<file path="config.mk">
export PLATFORM = sky130hd
export DESIGN_NAME = oam_cell_proc
export DESIGN_NICKNAME = d
export VERILOG_FILES = /design/src/rtl/oam_pkg.sv /design/src/rtl/oam_hdr_class.sv /design/src/rtl/oam_cell_store.sv /design/src/rtl/oam_capture.sv /design/src/rtl/oam_cell_proc.sv
export SDC_FILE = /design/constraint.sdc
export NUM_CORES = 2
export LEC_CHECK = 0
export BUFFER_PORTS_ARGS = -buffer_cell sky130_fd_sc_hd__buf_2
export CELL_PAD_IN_SITES_DETAIL_PLACEMENT = 2
export CELL_PAD_IN_SITES_GLOBAL_PLACEMENT = 2
export CORE_AREA = 2 2 375 377
export CTS_BUF_LIST = sky130_fd_sc_hd__clkbuf_4 sky130_fd_sc_hd__clkbuf_8 sky130_fd_sc_hd__clkbuf_16
export DETAILED_ROUTE_END_ITERATION = 12
export DIE_AREA = 0 0 377 379
export PLACE_DENSITY = 0.76
export SKIP_CTS_REPAIR_TIMING = 1
export SYNTH_ARGS = -nofsm -noshare
export SYNTH_HDL_FRONTEND = slang
export SYNTH_HIERARCHICAL = 1
export SYNTH_SLANG_ARGS = --single-unit
</file>
<file path="constraint.sdc">
create_clock -name clk -period 3.7 [get_ports clk]
set_input_delay 0 -clock clk [delete_from_list [all_inputs] [get_ports clk]]
set_output_delay 0 -clock clk [all_outputs]
set_load 0.01 [all_outputs]
</file>
<file path="src/rtl/oam_pkg.sv">
package oam_pkg;

   typedef enum logic [2:0] {
      CLS_USER,
      CLS_F4_SEG,
      CLS_F4_E2E,
      CLS_F5_SEG,
      CLS_F5_E2E
   } oam_cls_e;

   // hdr[31:24] is header octet 1, hdr[7:0] is octet 4
   function automatic oam_cls_e oam_classify(input logic [31:0] hdr);
      logic [15:0] vci;
      logic        gfc_zero;
      logic [2:0]  pti;
      vci      = hdr[19:4];
      gfc_zero = (hdr[31:28] == 4'd0);
      pti      = hdr[3:1];
      if (gfc_zero && !hdr[3] && !hdr[1] && vci == 16'd3)       return CLS_F4_SEG;
      else if (gfc_zero && !hdr[3] && !hdr[1] && vci == 16'd4)  return CLS_F4_E2E;
      else if (gfc_zero && vci != 16'd0 && pti == 3'b100)       return CLS_F5_SEG;
      else if (gfc_zero && vci != 16'd0 && pti == 3'b101)       return CLS_F5_E2E;
      else                                                      return CLS_USER;
   endfunction

   function automatic logic cls_is_oam(input oam_cls_e c);
      return c != CLS_USER;
   endfunction

   function automatic logic cls_is_seg(input oam_cls_e c);
      return (c == CLS_F4_SEG) || (c == CLS_F5_SEG);
   endfunction

endpackage

</file>
<file path="src/rtl/oam_hdr_class.sv">
module oam_hdr_class import oam_pkg::*; #(
   parameter  int CELL_BYTES = 53,
   parameter  int DW         = 8,
   localparam int IW         = $clog2(CELL_BYTES)
) (
   input  logic          clk,
   input  logic          rst_n,
   input  logic          in_valid,
   input  logic          in_sop,
   input  logic [DW-1:0] in_data,
   input  logic          filt_pass,
   output logic [IW-1:0] cur_idx,
   output logic          cell_done,
   output oam_cls_e      cls,
   output logic          filt_q
);
   localparam int HDR_BYTES = 4;
   localparam logic [IW-1:0] LAST_IDX = IW'(CELL_BYTES - 1);
   localparam logic [IW-1:0] CLS_IDX  = IW'(HDR_BYTES - 1);

   if (DW != 8) begin : g_dw_bad
      $error("oam_hdr_class: header octets must be 8 bits wide");
   end
   if (CELL_BYTES <= HDR_BYTES) begin : g_len_bad
      $error("oam_hdr_class: cell shorter than its header");
   end

   logic [IW-1:0] pos_q;
   logic [DW-1:0] hdr_q [HDR_BYTES-1];

   assign cur_idx   = in_sop ? '0 : pos_q;
   assign cell_done = in_valid && (cur_idx == LAST_IDX);

   always_ff @(posedge clk or negedge rst_n) begin
      if (!rst_n)        pos_q <= '0;
      else if (in_valid) pos_q <= (cur_idx == LAST_IDX) ? '0 : cur_idx + 1'b1;
   end

   for (genvar k = 0; k < HDR_BYTES - 1; k++) begin : g_hdr
      always_ff @(posedge clk or negedge rst_n) begin
         if (!rst_n)                                   hdr_q[k] <= '0;
         else if (in_valid && cur_idx == IW'(k))       hdr_q[k] <= in_data;
      end
   end

   always_ff @(posedge clk or negedge rst_n) begin
      if (!rst_n) begin
         cls    <= CLS_USER;
         filt_q <= 1'b0;
      end else if (in_valid && cur_idx == CLS_IDX) begin
         cls    <= oam_classify({hdr_q[0], hdr_q[1], hdr_q[2], in_data});
         filt_q <= filt_pass;
      end
   end


   sop_restart_chk: assert property (@(posedge clk) disable iff (!rst_n)
      (in_valid && in_sop) |=> (pos_q == IW'(1)));

endmodule

</file>
<file path="src/rtl/oam_cell_store.sv">
module oam_cell_store #(
   parameter  int CELL_BYTES = 53,
   parameter  int DW         = 8,
   localparam int IW         = $clog2(CELL_BYTES)
) (
   input  logic          clk,
   input  logic          rst_n,
   input  logic          wr_en,
   input  logic [IW-1:0] wr_idx,
   input  logic [DW-1:0] wr_data,
   input  logic          cell_done,
   input  logic          fwd,
   output logic [DW-1:0] cell_img [CELL_BYTES],
   output logic          out_valid,
   output logic          out_sop,
   output logic [DW-1:0] out_data
);
   localparam logic [IW-1:0] LAST_IDX = IW'(CELL_BYTES - 1);

   logic [DW-1:0] mem_q [2][CELL_BYTES];
   logic          wbank_q, sbank_q, send_q;
   logic [IW-1:0] sidx_q;

   always_ff @(posedge clk) begin
      if (wr_en) mem_q[wbank_q][wr_idx] <= wr_data;
   end

   always_ff @(posedge clk or negedge rst_n) begin
      if (!rst_n) begin
         wbank_q <= 1'b0;
         sbank_q <= 1'b0;
         send_q  <= 1'b0;
         sidx_q  <= '0;
      end else begin
         if (cell_done) wbank_q <= ~wbank_q;
         if (cell_done && fwd) begin
            send_q  <= 1'b1;
            sbank_q <= wbank_q;
            sidx_q  <= '0;
         end else if (send_q) begin
            if (sidx_q == LAST_IDX) send_q <= 1'b0;
            else                    sidx_q <= sidx_q + 1'b1;
         end
      end
   end

   always_comb begin
      for (int i = 0; i < CELL_BYTES; i++) begin
         cell_img[i] = (wr_en && wr_idx == IW'(i)) ? wr_data : mem_q[wbank_q][i];
      end
   end

   assign out_valid = send_q;
   assign out_sop   = send_q && (sidx_q == '0);
   assign out_data  = send_q ? mem_q[sbank_q][sidx_q] : '0;


   fwd_start_chk: assert property (@(posedge clk) disable iff (!rst_n)
      (cell_done && fwd) |=> (out_valid && out_sop));

   drop_silent_chk: assert property (@(posedge clk) disable iff (!rst_n)
      (cell_done && !fwd) |=> !out_sop);

   sop_in_valid_chk: assert property (@(posedge clk) disable iff (!rst_n)
      out_sop |-> out_valid);

endmodule

</file>
<file path="src/rtl/oam_capture.sv">
module oam_capture #(
   parameter  int CELL_BYTES = 53,
   parameter  int DW         = 8,
   parameter  bit RD_REG     = 1'b0,
   localparam int IW         = $clog2(CELL_BYTES)
) (
   input  logic          clk,
   input  logic          rst_n,
   input  logic          cap_en,
   input  logic [DW-1:0] cell_img [CELL_BYTES],
   input  logic [IW-1:0] hrd_addr,
   input  logic          irq_clr,
   output logic [DW-1:0] hrd_data,
   output logic          irq
);
   logic [DW-1:0] cap_q [CELL_BYTES];
   logic [DW-1:0] rd_val;
   logic          irq_q;

   always_ff @(posedge clk or negedge rst_n) begin
      if (!rst_n) begin
         for (int i = 0; i < CELL_BYTES; i++) cap_q[i] <= '0;
      end else if (cap_en) begin
         for (int i = 0; i < CELL_BYTES; i++) cap_q[i] <= cell_img[i];
      end
   end

   always_ff @(posedge clk or negedge rst_n) begin
      if (!rst_n)       irq_q <= 1'b0;
      else if (cap_en)  irq_q <= 1'b1;
      else if (irq_clr) irq_q <= 1'b0;
   end
   assign irq = irq_q;

   assign rd_val = (int'(hrd_addr) < CELL_BYTES) ? cap_q[hrd_addr] : '0;

   if (RD_REG) begin : g_rd_reg
      always_ff @(posedge clk or negedge rst_n) begin
         if (!rst_n) hrd_data <= '0;
         else        hrd_data <= rd_val;
      end
   end else begin : g_rd_comb
      assign hrd_data = rd_val;
   end


   irq_cause_chk: assert property (@(posedge clk) disable iff (!rst_n)
      $rose(irq) |-> $past(cap_en));

   irq_sticky_chk: assert property (@(posedge clk) disable iff (!rst_n)
      (irq && !irq_clr) |=> irq);

   irq_clear_chk: assert property (@(posedge clk) disable iff (!rst_n)
      (irq_clr && !cap_en) |=> !irq);

endmodule

</file>
<file path="src/rtl/oam_cell_proc.sv">
module oam_cell_proc import oam_pkg::*; #(
   parameter  int CELL_BYTES = 53,
   parameter  int DW         = 8,
   parameter  bit RD_REG     = 1'b0,
   localparam int IW         = $clog2(CELL_BYTES)
) (
   input  logic          clk,
   input  logic          rst_n,
   input  logic          in_valid,
   input  logic          in_sop,
   input  logic [DW-1:0] in_data,
   input  logic          filt_pass,
   input  logic          oam_chk_en,
   output logic          out_valid,
   output logic          out_sop,
   output logic [DW-1:0] out_data,
   input  logic [IW-1:0] hrd_addr,
   output logic [DW-1:0] hrd_data,
   input  logic          irq_clr,
   output logic          irq
);
   logic [IW-1:0] cur_idx;
   logic          cell_done, filt_q, fwd, cap_en;
   oam_cls_e      cls;
   logic [DW-1:0] cell_img [CELL_BYTES];

   oam_hdr_class #(.CELL_BYTES(CELL_BYTES), .DW(DW)) hdr_i (
      .clk(clk), .rst_n(rst_n), .in_valid(in_valid), .in_sop(in_sop),
      .in_data(in_data), .filt_pass(filt_pass), .cur_idx(cur_idx),
      .cell_done(cell_done), .cls(cls), .filt_q(filt_q));

   assign fwd    = !cls_is_seg(cls) || filt_q;
   assign cap_en = cell_done && cls_is_oam(cls) && oam_chk_en;

   oam_cell_store #(.CELL_BYTES(CELL_BYTES), .DW(DW)) store_i (
      .clk(clk), .rst_n(rst_n), .wr_en(in_valid), .wr_idx(cur_idx),
      .wr_data(in_data), .cell_done(cell_done), .fwd(fwd),
      .cell_img(cell_img), .out_valid(out_valid), .out_sop(out_sop),
      .out_data(out_data));

   oam_capture #(.CELL_BYTES(CELL_BYTES), .DW(DW), .RD_REG(RD_REG)) cap_i (
      .clk(clk), .rst_n(rst_n), .cap_en(cap_en), .cell_img(cell_img),
      .hrd_addr(hrd_addr), .irq_clr(irq_clr), .hrd_data(hrd_data), .irq(irq));


   irq_needs_enable_chk: assert property (@(posedge clk) disable iff (!rst_n)
      $rose(irq) |-> $past(oam_chk_en && in_valid));

endmodule

</file>
==> flow_metrics.py <==
metrics = {
    "outcome": {
        "status": "complete, but fails checks",
        "violations": "negative hold slack, negative setup slack",
    },
    "critical_path": {
        "crit_arrival_ps": 3720,
        "cp-start-kind": "flip-flop",
        "worst-path-max-fanout": 28,
        "crit_path_end_kind": "output port",
        "reg2reg_slack_ps": 340,
        "crit_required_ps": 3700,
        "path_class": "flip-flop to output port",
    },
    "logic_synthesis": {
        "ys_async_sr_fraction_pct": 35.2,
        "synth_common_cells": "edfxtp_1, mux2i_1, dfrtp_1",
        "ys_ff_latch": 1308,
        "synth.most_common_cell": "edfxtp_1",
        "synth_top_area_cell": "edfxtp_1",
        "synthesis.nets": 4725,
        "synth_edf_count": 848,
        "synthTopCellsByArea": "edfxtp_1, dfrtp_1, mux2i_1",
        "synth_cell_types": 79,
        "synth_cells": 4698,
        "syn_area_sq_um": 63500,
        "avgSynthCellArea_sq_um": 13.5,
        "yosys.area.top_type_share_pct": 40.1,
        "ys_seq_area_share_pct": 58.3,
        "synthFlopType": "edfxtp_1",
        "yosys_warnings": 6,
    },
    "global_route": {
        "gr-total-overflow": 0,
        "track_usage_pct": 32.5,
        "grt_max_degree": 105,
        "antenna_found_initial": 10,
        "grt_pass1_wl_microns": 338000,
        "first_global_vias": 47170,
    },
    "power": {
        "p_leak_uw": 0.0262,
        "power_uw": 32700,
        "vdd_ir_drop_max_mv": 0.380,
        "power-per-cell-area_nw_per_um2": 450,
    },
    "clocking": {
        "clkTransAtPathRegs_ps": 60,
        "tritoncts": "yes",
        "numCtsBuffers": 148,
        "root_buffer": "clkbuf_16",
        "clock_sinks": 1308,
        "htreeDepth": 4,
        "clock_path_buffers": 3,
        "clk_latency_ps": 810,
    },
    "sta": {
        "min_period_ps": 3720,
        "hold_ws_ps": -5.57,
        "max_slew_margin_pct": 15.7,
        "finalSetupTns_ps": -52.3,
        "tightest_slew_ps": 1260,
        "fin_worst_skew_ps": 29.6,
        "fmax_ghz": 0.269,
        "maxSlewViolCount": 0,
        "timing.final.crit_share_pct": 100,
        "hold_violations": 2,
        "setup_ws_ps": -16.0,
        "finalSetupViolations": 6,
    },
    "floorplan": {
        "die_w_microns": 377,
        "num_rows": 137,
        "core_sq_um": 139000,
        "start_util_pct": 45.7,
        "num_io_pins": 40,
        "die_area_sq_um": 143000,
        "die_h_microns": 379,
    },
    "placed_design": {
        "dpl-instance-area_sq_um": 67100,
        "pre_cts_slack_ps": 445,
        "io_buffers": 39,
        "gp_congestion": 0.844,
        "place_hpwl_microns": 149000,
    },
    "final_layout": {
        "drive_above_1_share_pct": 24.4,
        "syn2layout_area_growth_pct": 14.7,
        "final_util_pct": 52.4,
        "final_area_sq_um": 72800,
        "nets": 4851,
    },
    "drt": {
        "drc": 0,
        "ant_nets": 0,
        "vias": 43858,
        "drtIter0Drc": 4205,
        "viasPerCell": 6.49,
        "totalWireLength_microns": 235000,
        "drt-wirelength-per-cell_microns": 34.8,
        "drt-pass1-iter-count": 5,
    },
    "min_path": {
        "hold_path_class": "input pin to asynchronous set/reset pin",
    },
    "job": {
        "max_cap_violations": 0,
    },
}
## worst paths after layout
| check | startpoint | endpoint | cells after the start |
|---|---|---|---|
| worst max-delay path | store_i/sbank_q$_DFFE_PN0P_ | out_data[5] | 9 |
| worst min-delay path | rst_n | cap_i/cap_q[141]$_DFFE_PN0P_ | 3 |
| worst max register to register | hdr_i/pos_q[3]$_DFFE_PN0P_ | store_i/mem_q[1][387]$_DFFE_PP_ | 7 |
| worst min register to register | cap_i/irq$_DFFE_PN0P_ | cap_i/irq$_DFFE_PN0P_ | 1 |
| max in group asynchronous | rst_n | cap_i/cap_q[282]$_DFFE_PN0P_ | 3 |
| min in group clk | irq_clr | cap_i/irq$_DFFE_PN0P_ | 4 |
## where the power goes
group	switching [uW]	total (uW)	internal, uW	leakage [uW]
logic	981	1370	388	0.00965
registers	90.7	15800	15700	0.0140
clock network	6310	15500	9230	0.00258
## per-stage QoR
stage,hold slack (ps),instances
2_1_floorplan,-296,4698
3_3_place_gp,41.5,6450
3_5_place_dp,65.8,6450
4_1_cts,-783,6727
5_1_grt,8.05,6758
6_report,-5.57,6759
## layer usage
metal	vias to the layer above	track usage, %	wire length (microns)
met5	-	0	57
met4	10	13.9	10600
met3	450	4.63	14800
met2	1670	54.7	116000
met1	23615	42.2	94300
li1	18113	-	-
## layout make-up
| cell class | count | area, sq um |
|---|---|---|
| Timing Repair Buffer | 350 | 3510 |
| Clock buffer | 228 | 4530 |
| Inverter | 14 | 53.8 |
| Clock inverter | 49 | 576 |
| Antenna cell | 1 | 2.50 |
| Sequential cell | 1308 | 37000 |
| Fill cell | 12704 | 66100 |
| Tap cell | 1807 | 2260 |
| Multi-Input combinational cell | 3002 | 24900 |
## layout by cell type, fill, tap and decap left out, types with 35 or more instances in the layout
master     count
edfxtp_1     848
mux2i_1      780
dfrtp_1      456
mux2_2       432
nand2_1      338
nor2_1       283
o21ai_0      254
buf_4        228
a21oi_1      219
clkbuf_16    158
a22oi_1      141
mux4_2       106
nand3_1       71
nor3_1        61
clkbuf_4      57
buf_12        49
mux4_1        35
## sequential cells by signal (all words and copies together), names as in the netlist
| signal | cells |
|---|---|
| cap_i/cap_q | 424 |
| cap_i/irq | 1 |
| hdr_i/cls | 3 |
| hdr_i/filt_q | 1 |
| hdr_i/hdr_q | 16 |
| hdr_i/pos_q | 6 |
| store_i/mem_q | 848 |
| store_i/out_valid | 1 |
| store_i/sbank_q | 1 |
| store_i/sidx_q | 6 |
| store_i/wbank_q | 1 |
## kinds of logic (layout without fill, tap and decap cells)
kind of cell | Yosys count | after routing | share of synthesized area [%]
buf+inv | 388 | 641 | 2.82
other cells | 0 | 1 | 0
mux | 1373 | 1373 | 25.6
compound gates | 735 | 735 | 6.96
flops | 1308 | 1308 | 58.3
fa+ha+maj | 6 | 6 | 0.118
simple gates | 884 | 884 | 6.14
xor+xnor | 4 | 4 | 0.0552
## worst max-delay path, cell delays in order, from the launching register on
cell and delay, ps:
dfrtp_4 520, buf_16 200, buf_16 210, buf_16 250, mux2i_1 230, a22oi_1 110
nand3_1 210, nand4_1 380, a221o_1 570, buf_2 180
(Power assumes the default switching activity.)
